[config.mk]
export PLATFORM = sky130hd
export DESIGN_NAME = i2c_bit_engine
export DESIGN_NICKNAME = d
export VERILOG_FILES = /design/src/rtl/i2c_bit_pkg.sv /design/src/rtl/i2c_bit_timing.sv /design/src/rtl/i2c_line_filter.sv /design/src/rtl/i2c_phase_timer.sv /design/src/rtl/i2c_bit_engine.sv
export SDC_FILE = /design/constraint.sdc
export NUM_CORES = 1
export LEC_CHECK = 0
export CELL_PAD_IN_SITES_DETAIL_PLACEMENT = 0
export CELL_PAD_IN_SITES_GLOBAL_PLACEMENT = 1
export CORE_AREA = 2 2 102 79
export CTS_BUF_LIST = sky130_fd_sc_hd__clkbuf_16
export CTS_CLUSTER_DIAMETER = 30
export DETAILED_ROUTE_END_ITERATION = 10
export DIE_AREA = 0 0 104 81
export PLACE_DENSITY = 0.87
export SLEW_MARGIN = 0
export SYNTH_ARGS = -nofsm -noshare
export SYNTH_HDL_FRONTEND = slang
export SYNTH_SLANG_ARGS = --single-unit
[constraint.sdc]
create_clock -name clk_i -period 7.48 [get_ports clk_i]
set_input_delay 1.496 -clock clk_i [delete_from_list [all_inputs] [get_ports clk_i]]
set_output_delay 1.496 -clock clk_i [all_outputs]
set_load 0.03 [all_outputs]
[src/rtl/i2c_bit_pkg.sv]
package i2c_bit_pkg;

  localparam int unsigned TIM_W = 16;
  localparam int unsigned CMD_W = 3;

  typedef enum logic [CMD_W-1:0] {
    CMD_START   = 3'd0,
    CMD_RESTART = 3'd1,
    CMD_STOP    = 3'd2,
    CMD_WRITE   = 3'd3,
    CMD_READ    = 3'd4
  } cmd_e;

  typedef struct packed {
    logic [TIM_W-1:0] low;
    logic [TIM_W-1:0] low_rest;
    logic [TIM_W-1:0] high_a;
    logic [TIM_W-1:0] high_b;
    logic [TIM_W-1:0] hd_sta;
    logic [TIM_W-1:0] su_sta;
    logic [TIM_W-1:0] su_sto;
    logic [TIM_W-1:0] buf_free;
    logic [TIM_W-1:0] hd_dat;
  } tim_t;

  function automatic int unsigned ns2cyc(input int unsigned ns, input int unsigned mhz);
    return (ns * mhz + 999) / 1000;
  endfunction

  function automatic tim_t mode_tim(input bit fast, input int unsigned mhz);
    tim_t t;
    int unsigned lo, hi, su, hd;
    lo = ns2cyc(fast ? 1300 : 4700, mhz);
    hi = ns2cyc(fast ? 600 : 4000, mhz);
    su = ns2cyc(fast ? 100 : 250, mhz);
    hd = ns2cyc(300, mhz);
    t.low      = TIM_W'(lo);
    // remaining low time after the hold, never below data setup
    t.low_rest = TIM_W'((lo > hd + su) ? lo - hd : su);
    t.high_a   = TIM_W'(hi / 2);
    t.high_b   = TIM_W'(hi - hi / 2);
    t.hd_sta   = TIM_W'(ns2cyc(fast ? 600 : 4000, mhz));
    t.su_sta   = TIM_W'(ns2cyc(fast ? 600 : 4700, mhz));
    t.su_sto   = TIM_W'(ns2cyc(fast ? 600 : 4000, mhz));
    t.buf_free = TIM_W'(ns2cyc(fast ? 1300 : 4700, mhz));
    t.hd_dat   = TIM_W'(hd);
    return t;
  endfunction

endpackage

[src/rtl/i2c_bit_timing.sv]
module i2c_bit_timing
  import i2c_bit_pkg::*;
#(
  parameter int unsigned CLK_MHZ = 125
) (
  input  logic fast_i,
  output tim_t tim_o
);

  localparam int unsigned N_MODES = 2;

  tim_t mode_set [N_MODES];

  for (genvar m = 0; m < N_MODES; m++) begin : g_mode
    assign mode_set[m] = mode_tim(m == 1, CLK_MHZ);
  end

  assign tim_o = mode_set[fast_i];

endmodule

[src/rtl/i2c_line_filter.sv]
module i2c_line_filter #(
  parameter int unsigned FILT_CYC = 7,
  parameter bit          RST_VAL  = 1'b1
) (
  input  logic clk_i,
  input  logic rst_ni,
  input  logic line_i,
  output logic line_o
);

  localparam int unsigned CW = (FILT_CYC < 2) ? 1 : $clog2(FILT_CYC + 1);

  logic [1:0]    sync_q;
  logic [CW-1:0] cnt_q;
  logic          flt_q;

  always_ff @(posedge clk_i or negedge rst_ni) begin
    if (!rst_ni) begin
      sync_q <= {2{RST_VAL}};
      cnt_q  <= '0;
      flt_q  <= RST_VAL;
    end else begin
      sync_q <= {sync_q[0], line_i};
      if (sync_q[1] == flt_q) begin
        cnt_q <= '0;
      end else if (cnt_q == CW'(FILT_CYC - 1)) begin
        flt_q <= sync_q[1];
        cnt_q <= '0;
      end else begin
        cnt_q <= cnt_q + 1'b1;
      end
    end
  end

  assign line_o = flt_q;


  flt_follow_chk: assert property (@(posedge clk_i) disable iff (!rst_ni)
    (flt_q != $past(flt_q)) |-> ($past(sync_q[1]) == flt_q));

endmodule

[src/rtl/i2c_phase_timer.sv]
module i2c_phase_timer #(
  parameter int unsigned W = 16
) (
  input  logic         clk_i,
  input  logic         rst_ni,
  input  logic         load_i,
  input  logic [W-1:0] val_i,
  output logic         expired_o
);

  logic [W-1:0] cnt_q;

  always_ff @(posedge clk_i or negedge rst_ni) begin
    if (!rst_ni)               cnt_q <= '0;
    else if (load_i)           cnt_q <= val_i;
    else if (cnt_q != '0)      cnt_q <= cnt_q - 1'b1;
  end

  assign expired_o = (cnt_q == '0);

endmodule

[src/rtl/i2c_bit_engine.sv]
module i2c_bit_engine
  import i2c_bit_pkg::*;
#(
  parameter int unsigned CLK_MHZ  = 125,
  parameter int unsigned SPIKE_NS = 50
) (
  input  logic             clk_i,
  input  logic             rst_ni,
  input  logic             fast_mode_i,
  input  logic             cmd_valid_i,
  output logic             cmd_ready_o,
  input  logic [CMD_W-1:0] cmd_i,
  input  logic             wr_bit_i,
  output logic             done_o,
  output logic             rd_bit_o,
  input  logic             scl_i,
  input  logic             sda_i,
  output logic             scl_pull_no,
  output logic             sda_pull_no
);

  localparam int unsigned SPIKE_CYC = ns2cyc(SPIKE_NS, CLK_MHZ);
  localparam int unsigned FILT_CYC  = (SPIKE_CYC < 1) ? 1 : SPIKE_CYC;
  localparam int unsigned N_LINES   = 2;

  typedef enum logic [3:0] {
    S_IDLE, S_FREE, S_HD_STA, S_LOW, S_WAIT_HI,
    S_HIGH1, S_HIGH2, S_SU_STA, S_SU_STO, S_HD_DAT
  } state_e;

  tim_t tim;
  i2c_bit_timing #(.CLK_MHZ(CLK_MHZ)) u_timing (.fast_i(fast_mode_i), .tim_o(tim));

  logic [N_LINES-1:0] raw, flt;
  logic scl_f, sda_f;
  assign raw = {sda_i, scl_i};

  for (genvar g = 0; g < N_LINES; g++) begin : g_flt
    i2c_line_filter #(.FILT_CYC(FILT_CYC), .RST_VAL(1'b1)) u_flt (
      .clk_i  (clk_i),
      .rst_ni (rst_ni),
      .line_i (raw[g]),
      .line_o (flt[g])
    );
  end
  assign scl_f = flt[0];
  assign sda_f = flt[1];

  logic             ph_ld, ph_exp, bus_ld, bus_exp;
  logic [TIM_W-1:0] ph_val;

  i2c_phase_timer #(.W(TIM_W)) u_ph_tmr (
    .clk_i(clk_i), .rst_ni(rst_ni), .load_i(ph_ld), .val_i(ph_val), .expired_o(ph_exp));

  i2c_phase_timer #(.W(TIM_W)) u_bus_tmr (
    .clk_i(clk_i), .rst_ni(rst_ni), .load_i(bus_ld), .val_i(tim.buf_free), .expired_o(bus_exp));

  state_e state_q, state_d;
  cmd_e   cmd_q, cmd_d;
  logic   scl_q, scl_d, sda_q, sda_d, rd_q, rd_d, done_q, done_d;

  always_comb begin
    state_d = state_q;
    cmd_d   = cmd_q;
    scl_d   = scl_q;
    sda_d   = sda_q;
    rd_d    = rd_q;
    done_d  = 1'b0;
    ph_ld   = 1'b0;
    ph_val  = '0;
    bus_ld  = 1'b0;
    unique case (state_q)
      S_IDLE: if (cmd_valid_i) begin
        cmd_d = cmd_e'(cmd_i);
        case (cmd_e'(cmd_i))
          CMD_START:   state_d = S_FREE;
          CMD_RESTART: begin sda_d = 1'b1;     ph_ld = 1'b1; ph_val = tim.low_rest; state_d = S_LOW; end
          CMD_STOP:    begin sda_d = 1'b0;     ph_ld = 1'b1; ph_val = tim.low_rest; state_d = S_LOW; end
          CMD_WRITE:   begin sda_d = wr_bit_i; ph_ld = 1'b1; ph_val = tim.low_rest; state_d = S_LOW; end
          CMD_READ:    begin sda_d = 1'b1;     ph_ld = 1'b1; ph_val = tim.low_rest; state_d = S_LOW; end
          default:     state_d = S_IDLE;
        endcase
      end
      S_FREE: if (bus_exp && scl_f && sda_f) begin
        sda_d = 1'b0; ph_ld = 1'b1; ph_val = tim.hd_sta; state_d = S_HD_STA;
      end
      S_HD_STA: if (ph_exp) begin
        scl_d = 1'b0; ph_ld = 1'b1; ph_val = tim.hd_dat; state_d = S_HD_DAT;
      end
      S_LOW: if (ph_exp) begin
        scl_d = 1'b1; state_d = S_WAIT_HI;
      end
      // high phase starts only once the line really reads high
      S_WAIT_HI: if (scl_f) begin
        ph_ld = 1'b1;
        if (cmd_q == CMD_RESTART)   begin ph_val = tim.su_sta; state_d = S_SU_STA; end
        else if (cmd_q == CMD_STOP) begin ph_val = tim.su_sto; state_d = S_SU_STO; end
        else                        begin ph_val = tim.high_a; state_d = S_HIGH1;  end
      end
      S_HIGH1: if (ph_exp) begin
        rd_d = sda_f; ph_ld = 1'b1; ph_val = tim.high_b; state_d = S_HIGH2;
      end
      S_HIGH2: if (ph_exp) begin
        scl_d = 1'b0; ph_ld = 1'b1; ph_val = tim.hd_dat; state_d = S_HD_DAT;
      end
      S_SU_STA: if (ph_exp) begin
        sda_d = 1'b0; ph_ld = 1'b1; ph_val = tim.hd_sta; state_d = S_HD_STA;
      end
      S_SU_STO: if (ph_exp) begin
        sda_d = 1'b1; bus_ld = 1'b1; done_d = 1'b1; state_d = S_IDLE;
      end
      S_HD_DAT: if (ph_exp) begin
        done_d = 1'b1; state_d = S_IDLE;
      end
      default: state_d = S_IDLE;
    endcase
  end

  always_ff @(posedge clk_i or negedge rst_ni) begin
    if (!rst_ni) begin
      state_q <= S_IDLE;
      cmd_q   <= CMD_START;
      scl_q   <= 1'b1;
      sda_q   <= 1'b1;
      rd_q    <= 1'b0;
      done_q  <= 1'b0;
    end else begin
      state_q <= state_d;
      cmd_q   <= cmd_d;
      scl_q   <= scl_d;
      sda_q   <= sda_d;
      rd_q    <= rd_d;
      done_q  <= done_d;
    end
  end

  assign cmd_ready_o = (state_q == S_IDLE);
  assign done_o      = done_q;
  assign rd_bit_o    = rd_q;
  assign scl_pull_no = scl_q;
  assign sda_pull_no = sda_q;

  // cycles since the engine last pulled SCL low, for interval checks
  logic [TIM_W-1:0] since_fall_q;
  always_ff @(posedge clk_i or negedge rst_ni) begin
    if (!rst_ni)                   since_fall_q <= '1;
    else if (scl_q && !scl_d)      since_fall_q <= '0;
    else if (since_fall_q != '1)   since_fall_q <= since_fall_q + 1'b1;
  end


  done_pulse_chk: assert property (@(posedge clk_i) disable iff (!rst_ni)
    done_o |=> !done_o);


  accept_busy_chk: assert property (@(posedge clk_i) disable iff (!rst_ni)
    (cmd_valid_i && cmd_ready_o && (cmd_i <= CMD_READ)) |=> !cmd_ready_o);


  scl_low_min_chk: assert property (@(posedge clk_i) disable iff (!rst_ni)
    $rose(scl_q) |-> (since_fall_q >= tim.low));


  sda_hold_chk: assert property (@(posedge clk_i) disable iff (!rst_ni)
    (!scl_q && !$stable(sda_q)) |-> (since_fall_q >= tim.hd_dat));

endmodule

Word level (Yosys, flattened, before mapping)
Cells that the tools add are included.

word-level totals
  register bits after elaboration = 55
  input bits = 10
  word-level logic and storage cells = 123

cells by class
  $add $sub $neg = 4
  order comparisons = 1
  eq/ne operators = 29
  multiplexer cells = 48
  bitwise gates (word level) = 3
  reduce and logical (&&, ||, !) cells = 24

operators with widths
  kind                                                    number
  two-way mux 128 bit                                     2
  two-way mux 16 bit                                      13
  two-way mux 122 bit                                     1
  one-hot mux 16 bit (6 select lines)                     1
  two-way mux 4 bit                                       10
  zero test 16 bit                                        2
  one-hot mux 4 bit (8 select lines)                      1
  nonzero test 16 bit                                     2
  subtractor 16 x 1 -> 16 bit (second input constant)     2
  equality test 4 x 3 -> 1 bit (second input constant)    4
  two-way mux 3 bit                                       4
  inequality test 2 bit (second input constant)           6
  two-way mux 1 bit                                       11
  equality test 3 x 2 -> 1 bit (second input constant)    3
  equality test 3 bit (second input constant)             3
  equality test 4 x 2 -> 1 bit (second input constant)    2
  equality test 4 bit (second input constant)             2
  one-hot mux 1 bit (4 select lines)                      2
  AND reduction 2 bit                                     4
  AND reduction 8 bit                                     1
  OR reduction 4 bit                                      2
  adder 3 x 1 -> 3 bit (second input constant)            2
  equality test 3 x 1 -> 1 bit (second input constant)    2
  inequality test 2 x 1 -> 1 bit (second input constant)  3
  other kinds (17)                                        24

Longest topological paths before layout
  depth in word-level cells = 9
  mapped depth = 9

By module
Synthesis repeated with hierarchy kept, for this count alone.

second synthesis, totals
  cells, all modules = 601
  area, all modules = 5277.6 um2

by module, submodules not included
  module                        times used  cells each  area an instance (um2)  seq. area each (um2)
  i2c_bit_engine                1           208         1715.4                  277.8
  i2c_bit_timing                1           146         1084.8                  0.0
  i2c_phase_timer at u_ph_tmr   1           108         1022.2                  400.4
  i2c_phase_timer at u_bus_tmr  1           107         999.7                   400.4
  i2c_line_filter               2           16          227.7                   153.9

Worst setup path after synthesis
Ideal clock, no wire load.

  path type = register to output
  from = register state_q[2]
  to = output port cmd_ready_o
  arrival time = 1637 ps
  slack = 4347 ps
  stages on the path, launching flop included = 3
  path buffers = 1
  cells stage by stage = dfrtp_1 clkbuf_1 nor4_1

on the way
  longest elaborated chain between the ends = 1

RTL lines
  item                      RTL line               source
  start: declaration        i2c_bit_engine.sv:58   state_e state_q, state_d;
  start signal: assignment  i2c_bit_engine.sv:128  state_q <= state_d;
  zero test 4 bit           i2c_bit_engine.sv:137  assign cmd_ready_o = (state_q == S_IDLE);
  end: declaration          i2c_bit_engine.sv:11   output logic cmd_ready_o,

Every way passes these cells.

Worst setup path after layout
  from = register state_q[1]
  to = output port cmd_ready_o

Same word-level chain as after synthesis.

==> impl_metrics.ini <==
[die]
dieWidth_um = 104
die_y_um = 81
ioPinCount = 15
die_area_um2 = 8420
core_area_um2 = 7570
num_rows = 28
start_util_pct = 43.1

[hold_path]
hold_start = g_flt[0].u_flt.sync_q[0]
min_to = g_flt[0].u_flt.sync_q[1]
min_path_type = reg -> reg
hold_path_depth = 0

[drt]
drt_iter0_markers = 70
route.detailed.drc = 0
ant_nets = 0
wl_per_cell_um = 14.8
drt_wl_total_um = 6790
wl_met1_um = 3490
via_per_inst = 5.50
dr.max_layer_used = met4
firstDrtPassIters = 4
wl_met3_um = 284
met2RoutedLength_um = 2910
routed-via-count = 2519

[clock_network]
insertion_delay_ns = 0.30
post_cts_resize_count = 0
clock-sinks = 55
cts_setup_buffers = 0
clock_path_buffers = 2
htree_levels = 2
cts_hold_buf = 0
cts_tree = yes
cts_made_buffers = 5
clk_pin_slew_ns = 0.07
cts_root_buf = clkbuf_16

[global_route]
grt_max_degree = 56
grt_pass1_vias = 2357
antenna_found_initial = 0
grt_pass1_wl_um = 11700
track_usage_pct = 17.5
grt_overflow = 0

[synth]
ys_async_sr_fraction_pct = 100
synthMostInstantiatedCell = dfrtp_1
synth_mux_area_share_pct = 5.95
synth_top_area_share_pct = 36.1
post_synth_fa_ha_maj_area_fraction_pct = 1.53
seq_area_frac_synth_pct = 42.5
syn_area_per_cell_um2 = 9.48
ys_types = 55
yosys-top-cells-area = dfrtp_1, dfstp_2, xnor2_1
synth_enable_flop_cells = 0
synth.net_count = 358
syn_inst = 344
synth_ff_type = dfrtp_1
yosys.area_share.simple_pct = 25.4
yosys_warnings = 0
synth.top_cells.by_count = dfrtp_1, nor2_1, nor3_1
synth_top_family_by_area = simple AND/OR/NAND/NOR gates
synth_compound_area_share_pct = 13.3
synth.largest_area_cell = dfrtp_1
synth_xor_xnor_area_share_pct = 8.06
ys_ff_latch = 55
synthesis.area_um2 = 3260

[power]
powerDensity_nw_per_um2 = 403
irDropWorstVdd_mv = 0.203
power.leakage_uw = 0.00142

[sta]
setup_viol = 0
drv_slew = 0
setup-tns-final_ns = 0
finalCriticalPeriod_ns = 3.79
rsz0062_at_grt = no
period_share_pct = 50.7
worst_pin_slew_ns = 0.757
holdWs_ns = 0.357
finalHoldViolations = 0
max_freq_mhz = 264
max_slew_margin_pct = 48.8
final.setup.worst_slack_ns = 3.69
clock_skew_ns = 0.00587

[worst_setup_path]
reg2regPathDepth = 7
worstSetupPathType = reg -> out
cp_max_fo = 20
startpoint_type = flip-flop
worst_ep_arrival_time_ns = 2.30
critPathRequiredTime_ns = 5.98
r2r_end = sda_pull_no
endpoint_kind = output pin
r2r_start = u_ph_tmr.cnt_q[0]
reg2reg_slack_ns = 4.53

[layout]
multi_input_area_um2 = 1770
fill_cells = 730
drive_gt1_share_pct = 11.3
seqCellArea_um2 = 1390
nets = 366
area_delta_synth_final_pct = 11.7
antenna_cells = 0

[outcome]
status = complete, no violations

[placement]
pre_cts_slack_ns = 4.02
numPortBuffers = 14
dpl.hpwl_um = 4830
place.gp.congestion = 0.814

[run]
drv_cap = 0
[sequential cells by signal, summed over array words and instances (netlist names)]
register	flops
done_o	1
state_q	4
g_flt.u_flt.sync_q	4
g_flt.u_flt.line_o	2
rd_bit_o	1
sda_pull_no	1
cmd_q	3
u_bus_tmr.cnt_q	16
scl_pull_no	1
u_ph_tmr.cnt_q	16
g_flt.u_flt.cnt_q	6
[worst max-delay path, cell delays in order (launching register included)]
cell,delay (ns)
dfrtp_1,0.59
nor4_1,0.62
clkdlybuf4s50_1,0.79
[worst max path at each step]
stage | end | cells past startpoint | slack, ns | start
2_1_floorplan | cmd_ready_o | 2 | 4.35 | state_q[2]
3_3_place_gp | u_ph_tmr.cnt_q[1] | 6 | 4.03 | fast_mode_i
5_1_grt | cmd_ready_o | 2 | 3.58 | state_q[1]
3_5_place_dp | u_ph_tmr.cnt_q[1] | 6 | 4.02 | fast_mode_i
6_report | cmd_ready_o | 2 | 3.69 | state_q[1]
4_1_cts | cmd_ready_o | 2 | 3.67 | state_q[1]
[layer usage]
layer  vias to the layer above  global-route usage [%]
met5                         -                       0
li1                       1264                       -
met3                        10                    4.17
met4                         0                    5.81
met1                      1194                    25.2
met2                        51                    26.1
[cell families after synthesis]
kind of cell,Yosys count
AOI/OAI and AO/OA,63
xor gates and xnor gates,30
adders and majority gates,4
buffers and inverters,24
DFF,55
muxes,17
and+or+nand+nor,151
[cell usage in the layout, fill, tap and decap left out, drive strengths merged, types with 2 or more instances in the layout]
cell           instances
or2                    2
xor2                  11
nor3                  21
o21ai                 15
a31oi                  4
nand4b                 3
o211ai                 6
or3                    5
a21boi                 2
mux2                  10
o31ai                  2
o2bb2ai                2
a21oi                 16
dfstp                  8
nand3                 10
dfrtp                 47
xnor2                 19
nor4                  10
clkbuf                 5
nand4                  6
a211oi                 6
nand2b                 8
mux2i                  7
nor2                  39
nand3b                 5
inv                   11
nand2                 21
nor4b                  3
or4                    5
ha                     4
nor3b                  4
o22ai                  3
buf                    2
nor2b                  3
or4b                   2
clkdlybuf4s50         13
[per-stage QoR]
stage               std cells  utilization [%]  cell area, um2  total power, uW
finish                    458             48.1            3640             1470
global route              458             48.1            3640             1590
CTS                       458             48.1            3640             1480
detailed placement        450             45.8            3470             1200
global placement          450             45.8            3470             1180
floorplan                 344                -            3260             1050
[final cells by class]
| cell class | instances | share of cell area, % |
|---|---|---|
| inverter | 10 | 1.03 |
| timing repair buffer | 15 | 3.92 |
| multi-input combinational | 265 | 48.6 |
| sequential | 55 | 38.1 |
| tap | 105 | 3.61 |
| clock buffer | 5 | 3.44 |
| clock inverter | 3 | 1.31 |
[power by group]
group          internal (uW)  total, uW  leakage, uW  switching [uW]
registers                424        583     0.000684             159
logic                    294        613     0.000654             320
clock network            160        272    0.0000844             112
(Power assumes the default switching activity.)
